<file path="config.mk">
export PLATFORM = sky130hd
export DESIGN_NAME = frac_clkdiv
export DESIGN_NICKNAME = d
export VERILOG_FILES = /design/src/rtl/fcd_pkg.sv /design/src/rtl/fcd_cfg_regs.sv /design/src/rtl/fcd_lane.sv /design/src/rtl/fcd_seq.sv /design/src/rtl/frac_clkdiv.sv
export SDC_FILE = /design/constraint.sdc
export NUM_CORES = 1
export LEC_CHECK = 0
export BUFFER_PORTS_ARGS = -buffer_cell sky130_fd_sc_hd__clkbuf_2
export CAP_MARGIN = 20
export CORE_MARGIN = 1
export CORE_UTILIZATION = 45
export DETAILED_ROUTE_END_ITERATION = 8
export PLACE_DENSITY_LB_ADDON = 0.15
export SYNTH_ARGS = -nofsm -noshare
export SYNTH_HDL_FRONTEND = slang
export SYNTH_SLANG_ARGS = --single-unit
</file>
<file path="constraint.sdc">
create_clock -name clk -period 4 [get_ports clk]
set_input_delay 0.8 -clock clk [delete_from_list [all_inputs] [get_ports clk]]
set_output_delay 0.8 -clock clk [all_outputs]
set_load 0.03 [all_outputs]
</file>
<file path="src/rtl/fcd_pkg.sv">
package fcd_pkg;

   localparam int unsigned FLD_AW = 3;

   typedef enum logic [FLD_AW-1:0] {
      FLD_MODE = 3'd0,
      FLD_N1   = 3'd1,
      FLD_M1   = 3'd2,
      FLD_N2   = 3'd3,
      FLD_M2   = 3'd4
   } fld_e;

   localparam int unsigned LANES = 2;

endpackage

</file>
<file path="src/rtl/fcd_cfg_regs.sv">
module fcd_cfg_regs
   import fcd_pkg::*;
#(
   parameter int NW = 12,
   parameter int MW = 12,
   parameter int CW = 12
) (
   input  logic                    clk,
   input  logic                    rst_n,
   input  logic                    wr,
   input  logic [FLD_AW-1:0]       addr,
   input  logic [CW-1:0]           data,
   input  logic                    load,
   output logic                    act_dual,
   output logic [LANES-1:0][NW-1:0] act_n,
   output logic [LANES-1:0][MW-1:0] act_m
);

   logic                     stg_dual;
   logic [LANES-1:0][NW-1:0] stg_n;
   logic [LANES-1:0][MW-1:0] stg_m;

   always_ff @(posedge clk) begin
      if (!rst_n) begin
         stg_dual <= 1'b0;
         act_dual <= 1'b0;
      end else begin
         if (wr && addr == FLD_MODE) stg_dual <= data[0];
         if (load) act_dual <= stg_dual;
      end
   end

   for (genvar i = 0; i < LANES; i++) begin : g_lane_fields
      localparam logic [FLD_AW-1:0] A_N = FLD_AW'(1 + 2 * i);
      localparam logic [FLD_AW-1:0] A_M = FLD_AW'(2 + 2 * i);

      always_ff @(posedge clk) begin
         if (!rst_n) begin
            stg_n[i] <= '0;
            stg_m[i] <= '0;
            act_n[i] <= '0;
            act_m[i] <= '0;
         end else begin
            if (wr && addr == A_N) stg_n[i] <= data[NW-1:0];
            if (wr && addr == A_M) stg_m[i] <= data[MW-1:0];
            if (load) begin
               act_n[i] <= stg_n[i];
               act_m[i] <= stg_m[i];
            end
         end
      end
   end

   // the running fields move only on a load from the sequencer
   p_fields_on_load_r6: assert property (@(posedge clk) disable iff (!rst_n)
      (act_n != $past(act_n) || act_m != $past(act_m) || act_dual != $past(act_dual))
         |-> $past(load));

endmodule

</file>
<file path="src/rtl/fcd_lane.sv">
module fcd_lane #(
   parameter int NW = 12,
   parameter int MW = 12
) (
   input  logic          clk,
   input  logic          rst_n,
   input  logic          active,
   input  logic          single,
   input  logic [NW-1:0] n_f,
   input  logic [MW-1:0] m_f,
   output logic          at_start,
   output logic          run_done,
   output logic          hi_out
);

   logic [NW-1:0] phase;
   logic [MW-1:0] rep;
   logic          period_end;
   logic [NW:0]   n_real;
   logic [NW:0]   half;
   logic [NW:0]   hi_len;

   assign period_end = active && (phase == n_f);
   assign run_done   = period_end && (single || rep == m_f);
   assign at_start   = active && (phase == '0);

   assign n_real = {1'b0, n_f} + (NW + 1)'(1);
   assign half   = n_real >> 1;
   assign hi_len = (half == '0) ? (NW + 1)'(1) : half;
   assign hi_out = active && ({1'b0, phase} < hi_len);

   always_ff @(posedge clk) begin
      if (!rst_n || !active) begin
         phase <= '0;
         rep   <= '0;
      end else if (period_end) begin
         phase <= '0;
         rep   <= run_done ? '0 : rep + MW'(1);
      end else begin
         phase <= phase + NW'(1);
      end
   end

   // the phase counter never passes the programmed ratio
   p_phase_in_range_r2: assert property (@(posedge clk) disable iff (!rst_n)
      phase <= n_f);

   // the repeat counter never passes the programmed count
   p_rep_in_range_r3: assert property (@(posedge clk) disable iff (!rst_n)
      rep <= m_f);

endmodule

</file>
<file path="src/rtl/fcd_seq.sv">
module fcd_seq
   import fcd_pkg::*;
(
   input  logic             clk,
   input  logic             rst_n,
   input  logic             dual,
   input  logic [LANES-1:0] done,
   output logic             sel,
   output logic             load
);

   assign load = dual ? (sel && done[1]) : done[0];

   always_ff @(posedge clk) begin
      if (!rst_n) begin
         sel <= 1'b0;
      end else if (load) begin
         sel <= 1'b0;
      end else if (dual && !sel && done[0]) begin
         sel <= 1'b1;
      end
   end

   // control moves between dividers only when the owning lane finishes its run
   p_switch_on_done_r3: assert property (@(posedge clk) disable iff (!rst_n)
      (sel != $past(sel)) |-> $past(done[0] || done[1]));

endmodule

</file>
<file path="src/rtl/frac_clkdiv.sv">
module frac_clkdiv
   import fcd_pkg::*;
#(
   parameter int NW = 12,
   parameter int MW = 12,
   parameter int CW = 12
) (
   input  logic          clk,
   input  logic          rst_n,
   input  logic          cfg_wr,
   input  logic [2:0]    cfg_addr,
   input  logic [CW-1:0] cfg_data,
   output logic          div_clk,
   output logic          div_rise,
   output logic          div_sel
);

   if (NW < 1 || MW < 1) begin : g_bad_width
      $error("frac_clkdiv: field widths must be at least 1");
   end
   if (CW < NW || CW < MW) begin : g_bad_data
      $error("frac_clkdiv: data width must cover every field");
   end

   logic                     act_dual;
   logic [LANES-1:0][NW-1:0] act_n;
   logic [LANES-1:0][MW-1:0] act_m;
   logic                     load;
   logic                     sel;
   logic [LANES-1:0]         done;
   logic [LANES-1:0]         start;
   logic [LANES-1:0]         hi;

   fcd_cfg_regs #(.NW(NW), .MW(MW), .CW(CW)) u_regs (
      .clk      (clk),
      .rst_n    (rst_n),
      .wr       (cfg_wr),
      .addr     (cfg_addr),
      .data     (cfg_data),
      .load     (load),
      .act_dual (act_dual),
      .act_n    (act_n),
      .act_m    (act_m)
   );

   fcd_seq u_seq (
      .clk   (clk),
      .rst_n (rst_n),
      .dual  (act_dual),
      .done  (done),
      .sel   (sel),
      .load  (load)
   );

   for (genvar i = 0; i < LANES; i++) begin : g_lane
      fcd_lane #(.NW(NW), .MW(MW)) u_lane (
         .clk      (clk),
         .rst_n    (rst_n),
         .active   (sel == 1'(i)),
         .single   (!act_dual),
         .n_f      (act_n[i]),
         .m_f      (act_m[i]),
         .at_start (start[i]),
         .run_done (done[i]),
         .hi_out   (hi[i])
      );
   end

   assign div_clk  = hi[sel];
   assign div_rise = start[sel];
   assign div_sel  = sel;

   // a period start always shows a high level
   p_rise_high_r7: assert property (@(posedge clk) disable iff (!rst_n)
      div_rise |-> div_clk);

   // the second divider owns periods only in dual mode
   p_sel_dual_only_r9: assert property (@(posedge clk) disable iff (!rst_n)
      div_sel |-> act_dual);

   // at most one lane reports a period start
   p_one_start_r9: assert property (@(posedge clk) disable iff (!rst_n)
      $onehot0(start));

endmodule

</file>
# After elaboration in Yosys (flattened, before gate mapping)
# Cells that the tools add are included.
dict set report classes {
  n_mux 9
  magnitude_cmp 3
  bitwise_logic 2
  n_eq_ne 8
  addsub 6
  n_reduce_logical 31
}
# cell count
set ops {}
lappend ops {{$add 12x1->12 const B} 4}
lappend ops {{$eq 12x12->1} 4}
lappend ops {{$mux 12} 4}
lappend ops {{$add 12x1->13 const B} 2}
lappend ops {{$logic_not 13->1} 2}
lappend ops {{$lt 12x13->1} 2}
lappend ops {{$logic_not 12->1} 2}
lappend ops {{$logic_and 1x1->1} 16}
lappend ops {{$eq 3x2->1 const B} 2}
lappend ops {{$reduce_or 2->1} 3}
lappend ops {{$mux 1} 5}
lappend ops {{$logic_or 1x1->1} 4}
lappend ops {{$eq 3x1->1 const B} 1}
lappend ops {{$eq 3x3->1 const B} 1}
lappend ops {{$logic_not 1->1} 3}
lappend ops {{$logic_not 3->1} 1}
lappend ops {{$lt 1x2->1 const B} 1}
lappend ops {{$not 1->1} 2}
dict set report word_totals {
  regBits 147
  in_bits 18
  output_inout_bits 3
  word_cells 74
}

# Logic depth before layout (Yosys ltp)
dict set report logic_depth {
  word_depth 7
  mapped_depth 13
  depth_no_buf 12
}

# Cells and area by module
# From an unflattened synthesis, not the netlist that was laid out.
dict set report unflattened {
  hier_cells 818
  hier_area_um2 7732.4
}
# module instances cells_per_inst seq_area_each_um2 area_each_um2
set modules_own_cells {}
lappend modules_own_cells {fcd_cfg_regs 1 333 1961.9 3667.3}
lappend modules_own_cells {{fcd_lane (g_lane[1].u_lane)} 1 241 480.5 1993.2}
lappend modules_own_cells {{fcd_lane (g_lane[0].u_lane)} 1 234 480.5 1990.7}
lappend modules_own_cells {fcd_seq 1 6 20.0 51.3}
lappend modules_own_cells {frac_clkdiv 1 4 0.0 30.0}

# Worst setup path after synthesis
# OpenSTA, ideal clock, no wires.
dict set report synth_path {
  path_kind {register to output}
  from {reg u_regs.act_n[12] in the netlist's numbering}
  to {out div_clk}
  required_time_ns 3.200
  stages_incl_launch_ff 13
  arrival_time_ns 2.779
  path_buffers 0
  path_slack_ns 0.421
  cell_sequence {dfxtp_1 -> ha_1 -> and3_1 -> and2_1 -> nand2_1 -> or2_2 -> ha_1 -> nand3_1 -> and4b_1 -> nor4b_1 -> nand2_1 -> nor3_1 -> a41o_1}
}
dict set report synth_via {
  elab_chain_len 7
}
# element line_no
set synth_lines {}
lappend synth_lines {{start, declared} fcd_cfg_regs.sv:15} ;# output logic [LANES-1:0][NW-1:0] act_n,
lappend synth_lines {{start signal, assigned by index} fcd_cfg_regs.sv:47} ;# act_n[i] <= stg_n[i];
lappend synth_lines {{$add 12x1->13 *} fcd_lane.sv:27} ;# assign n_real = {1'b0, n_f} + (NW + 1)'(1);
lappend synth_lines {{$logic_not 13->1} fcd_lane.sv:29} ;# assign hi_len = (half == '0) ? (NW + 1)'(1) : half;
lappend synth_lines {{$mux 12 *} fcd_lane.sv:29}
lappend synth_lines {{$lt 12x13->1 *} fcd_lane.sv:30} ;# assign hi_out = active && ({1'b0, phase} < hi_len);
lappend synth_lines {{$logic_and 1x1->1 *} fcd_lane.sv:30}
lappend synth_lines {{$mux 1 (implied by the code) * (2 in a row)} frac_clkdiv.sv:69} ;# assign div_clk = hi[sel];
lappend synth_lines {{end, declared} frac_clkdiv.sv:13} ;# output logic div_clk,
# Every way passes the cells marked *; elsewhere a longest branch is shown, timed or not. The select of a mux whose other input is x is not followed.

# Worst setup path in the final report
# Ends and elaborated chain as after synthesis.

==> qor.csv <==
metric,value,unit
status,finished clean,
dieWidth,132,um
ys_ff_latch,147,
cp.required,3200,ps
powerDensity,439,nW/um2
tns,0,ps
drtPass1Iterations,4,
fin_nets,964,
path_max_fanout,5,
tightest_slew,813,ps
grt_pass1_wl,27700,um
fin_util,52.0,%
slowest_delay,330,ps
drcViolationCount,0,
pin_count,21,
cts_tree,done,
net-switching-power,0.986,mW
initial_core_util,46.0,%
cts_root_buffer,clkbuf_16,
fin_skew,7.65,ps
cts_sinks,147,
dieArea,17400,um2
final_cells,1149,
wl_per_cell,14.5,um
fmax,260,MHz
design_area,8590,um2
holdWs,450,ps
synth_area_leaders,"dfxtp_1, nand2_1, xor2_1, mux2i_1, xnor2_1",
p_leak,3.20,nW
grt_antenna_before_repair,0,
rows,47,
min_period_over_period,96.1,%
p_seq_share,40.4,%
gp_congestion,0.837,
post-place-cells,1116,
worstSetupEndpointType,primary output,
critPathSlowestCell,dfxtp_2,
port_buffers,20,
die_h,132,um
synthCells,917,
arrival,3040,ps
crit_type,reg -> out,
hold_class,reg -> reg,
gr-usage-all-layers,20.0,%
syn_to_final_growth,13.0,%
hold_violations,0,
diodes,0,
critPathBufInv,1,
yosys_warnings,0,
swShare,26.2,%
yosysTopAreaCell,dfxtp_1,
power,3.77,mW
dp_hpwl,11600,um
clk_pin_slew,60,ps
gr-total-overflow,0,
slew_viol_final,0,
syn-num-nets,965,
drtIter0Drc,337,
vias,5850,
setup_viol,0,
cpLargestDelayFamily,simple AND/OR/NAND/NOR gates,
pre_cts_ws,181,ps
grt_max_degree,68,
comb_power_share,13.9,%
cts_max_path_buffers,2,
cts_htree_levels,4,
coreArea,16500,um2
avgSynthCellArea,8.29,um2
grt_pass1_vias,5412,
slew_headroom,45.6,%
insertion_delay,420,ps
hold_depth,2,
routed_wl,16700,um
cts-buffers-inserted,17,
cp.depth,13,
synth_top_area_share,38.7,%
period_minus_slack,3840,ps
intPower,2.78,mW
placed_cell_area,7850,um2
crit_chain,"ha_2, and3_4, and2_4, nand2_1, or2_4, ha_4, nand3_1, and4b_1, nor4b_4, a32oi_1, o211ai_1, a41o_1, clkbuf_8",
start_kind,register,
rr_worst_depth,8,
ir_drop,297,uV
ant_nets,0,
cap_violations,0,
layout-drive-gt1-share,9.90,%
seq_area_frac_synth,38.7,%
clkPwrFrac,45.7,%
final.setup.worst_slack,158,ps
via_per_inst,5.09,
synthesis.area,7600,um2
synth_cell_type_count,43,
==> state kept, by name (all words and copies together), names as in the netlist <==
| signal | count |
|---|---|
| g_lane.u_lane.rep | 24 |
| u_seq.sel | 1 |
| u_regs.act_m | 24 |
| u_regs.stg_dual | 1 |
| u_regs.act_dual | 1 |
| u_regs.stg_m | 24 |
| u_regs.stg_n | 24 |
| g_lane.u_lane.phase | 24 |
| u_regs.act_n | 24 |
==> final timing paths <==
kind                    startpoint              end  slack, ps
setup / recovery  u_regs.act_n[12]          div_clk        160
hold reg to reg    u_regs.stg_n[1]  u_regs.act_n[1]        450
setup reg to reg  u_regs.act_n[20]  u_regs.act_n[4]       1440
hold / removal     u_regs.stg_n[1]  u_regs.act_n[1]        450
==> final cells by class <==
type / count / area, um2
Multi-Input combinational cell: 704 / 4440
Fill cell: 1587 / 7930
Timing Repair Buffer: 33 / 234
Clock inverter: 12 / 178
Inverter: 13 / 48.8
Sequential cell: 147 / 2960
Tap cell: 220 / 275
Clock buffer: 20 / 457
==> power by group through the flow <==
stage	clock network, mW	registers [mW]	logic (mW)
after floorplan	0	1.54	0.404
after global placement	0	1.56	0.517
after detailed placement	0	1.56	0.516
after CTS	1.75	1.52	0.528
after global routing	1.82	1.53	0.566
final	1.72	1.52	0.523
==> routing by layer <==
metal / vias to the layer above / routed length [um] / GRT usage (%) / share of wire [%]
met5: - / 0 / 0 / 0
met4: 0 / 182 / 6.40 / 1.1
met2: 65 / 7220 / 30.5 / 43
met1: 2714 / 8650 / 28.8 / 52
li1: 3058 / - / - / -
met3: 13 / 601 / 3.08 / 3.6
==> logic make-up (layout without fill, tap and decap cells) <==
kind of cell | after synthesis | count (layout) | share of synthesized area (%)
multiplexers | 49 | 49 | 6.45
AO/OA/AOI/OAI | 89 | 89 | 8.15
flip-flops | 147 | 147 | 38.7
XOR/XNOR | 112 | 112 | 12.9
buffers and inverters | 66 | 78 | 3.98
adder cells (fa/ha/maj) | 30 | 30 | 4.94
AND/OR/NAND/NOR | 424 | 424 | 24.9
==> worst register-to-register path: cells and delay by family (launching register included) <==
family                    cells  cell delay [ps]
DFF                           1              560
AOI/OAI and AO/OA             1              640
and+or+nand+nor               3              300
buffers and inverters         2              570
xor gates and xnor gates      1              130
muxes                         1              280
==> synthesized netlist by cell type, drive strengths merged <==
| cell | count |
|---|---|
| nand2 | 232 |
| dfxtp | 147 |
| nor2 | 65 |
| xor2 | 63 |
| a21boi | 50 |
| mux2i | 49 |
| xnor2 | 49 |
| nand3 | 36 |
| clkbuf | 34 |
| ha | 30 |
| buf | 19 |
| and3 | 18 |
| nor3 | 16 |
| nand4 | 14 |
| a21oi | 13 |
| inv | 13 |
| nor4 | 12 |
| o21ai | 10 |
| and2 | 7 |
| and4 | 6 |
| nor4b | 4 |
| o211ai | 3 |
| o31ai | 3 |
| or2 | 3 |
| or4 | 3 |
| a211oi | 2 |
| a31oi | 2 |
| nor2b | 2 |
| a211o | 1 |
| a22oi | 1 |
| a32oi | 1 |
| a41o | 1 |
| and3b | 1 |
| and4b | 1 |
| nand3b | 1 |
| nand4b | 1 |
| nor3b | 1 |
| o21bai | 1 |
| o22ai | 1 |
| or3b | 1 |
==> cells in the final DEF (no fill, tap or decap), types with 6 or more instances in the layout <==
master     netlist  routed
and3_1          18      15
inv_1           13      13
nand3_1         36      35
dfxtp_2          0       6
dfxtp_1        147     139
and2_1           7       6
nor3_1          16      14
mux2i_1         49      49
nor2_1          64      63
nand4_1         14      14
clkbuf_16        0      17
o21ai_0         10       9
a21boi_0        50      50
xor2_1          63      63
nor4_1          12      12
and4_1           6       6
xnor2_1         49      49
buf_4            0      12
a21oi_1         12      12
clkbuf_2         0      18
nand2_1        232     232
ha_1            30      27
==> repair_timing <==
| action | CTS | global route |
|---|---|---|
| pin swaps | 1 | 3 |
| hold buffers | 0 | 0 |
| resized for setup | 7 | 23 |
| setup endpoints to repair | 1 | 1 |
| buffers inserted | 0 | 1 |
Power figures use the tool's default switching activity.
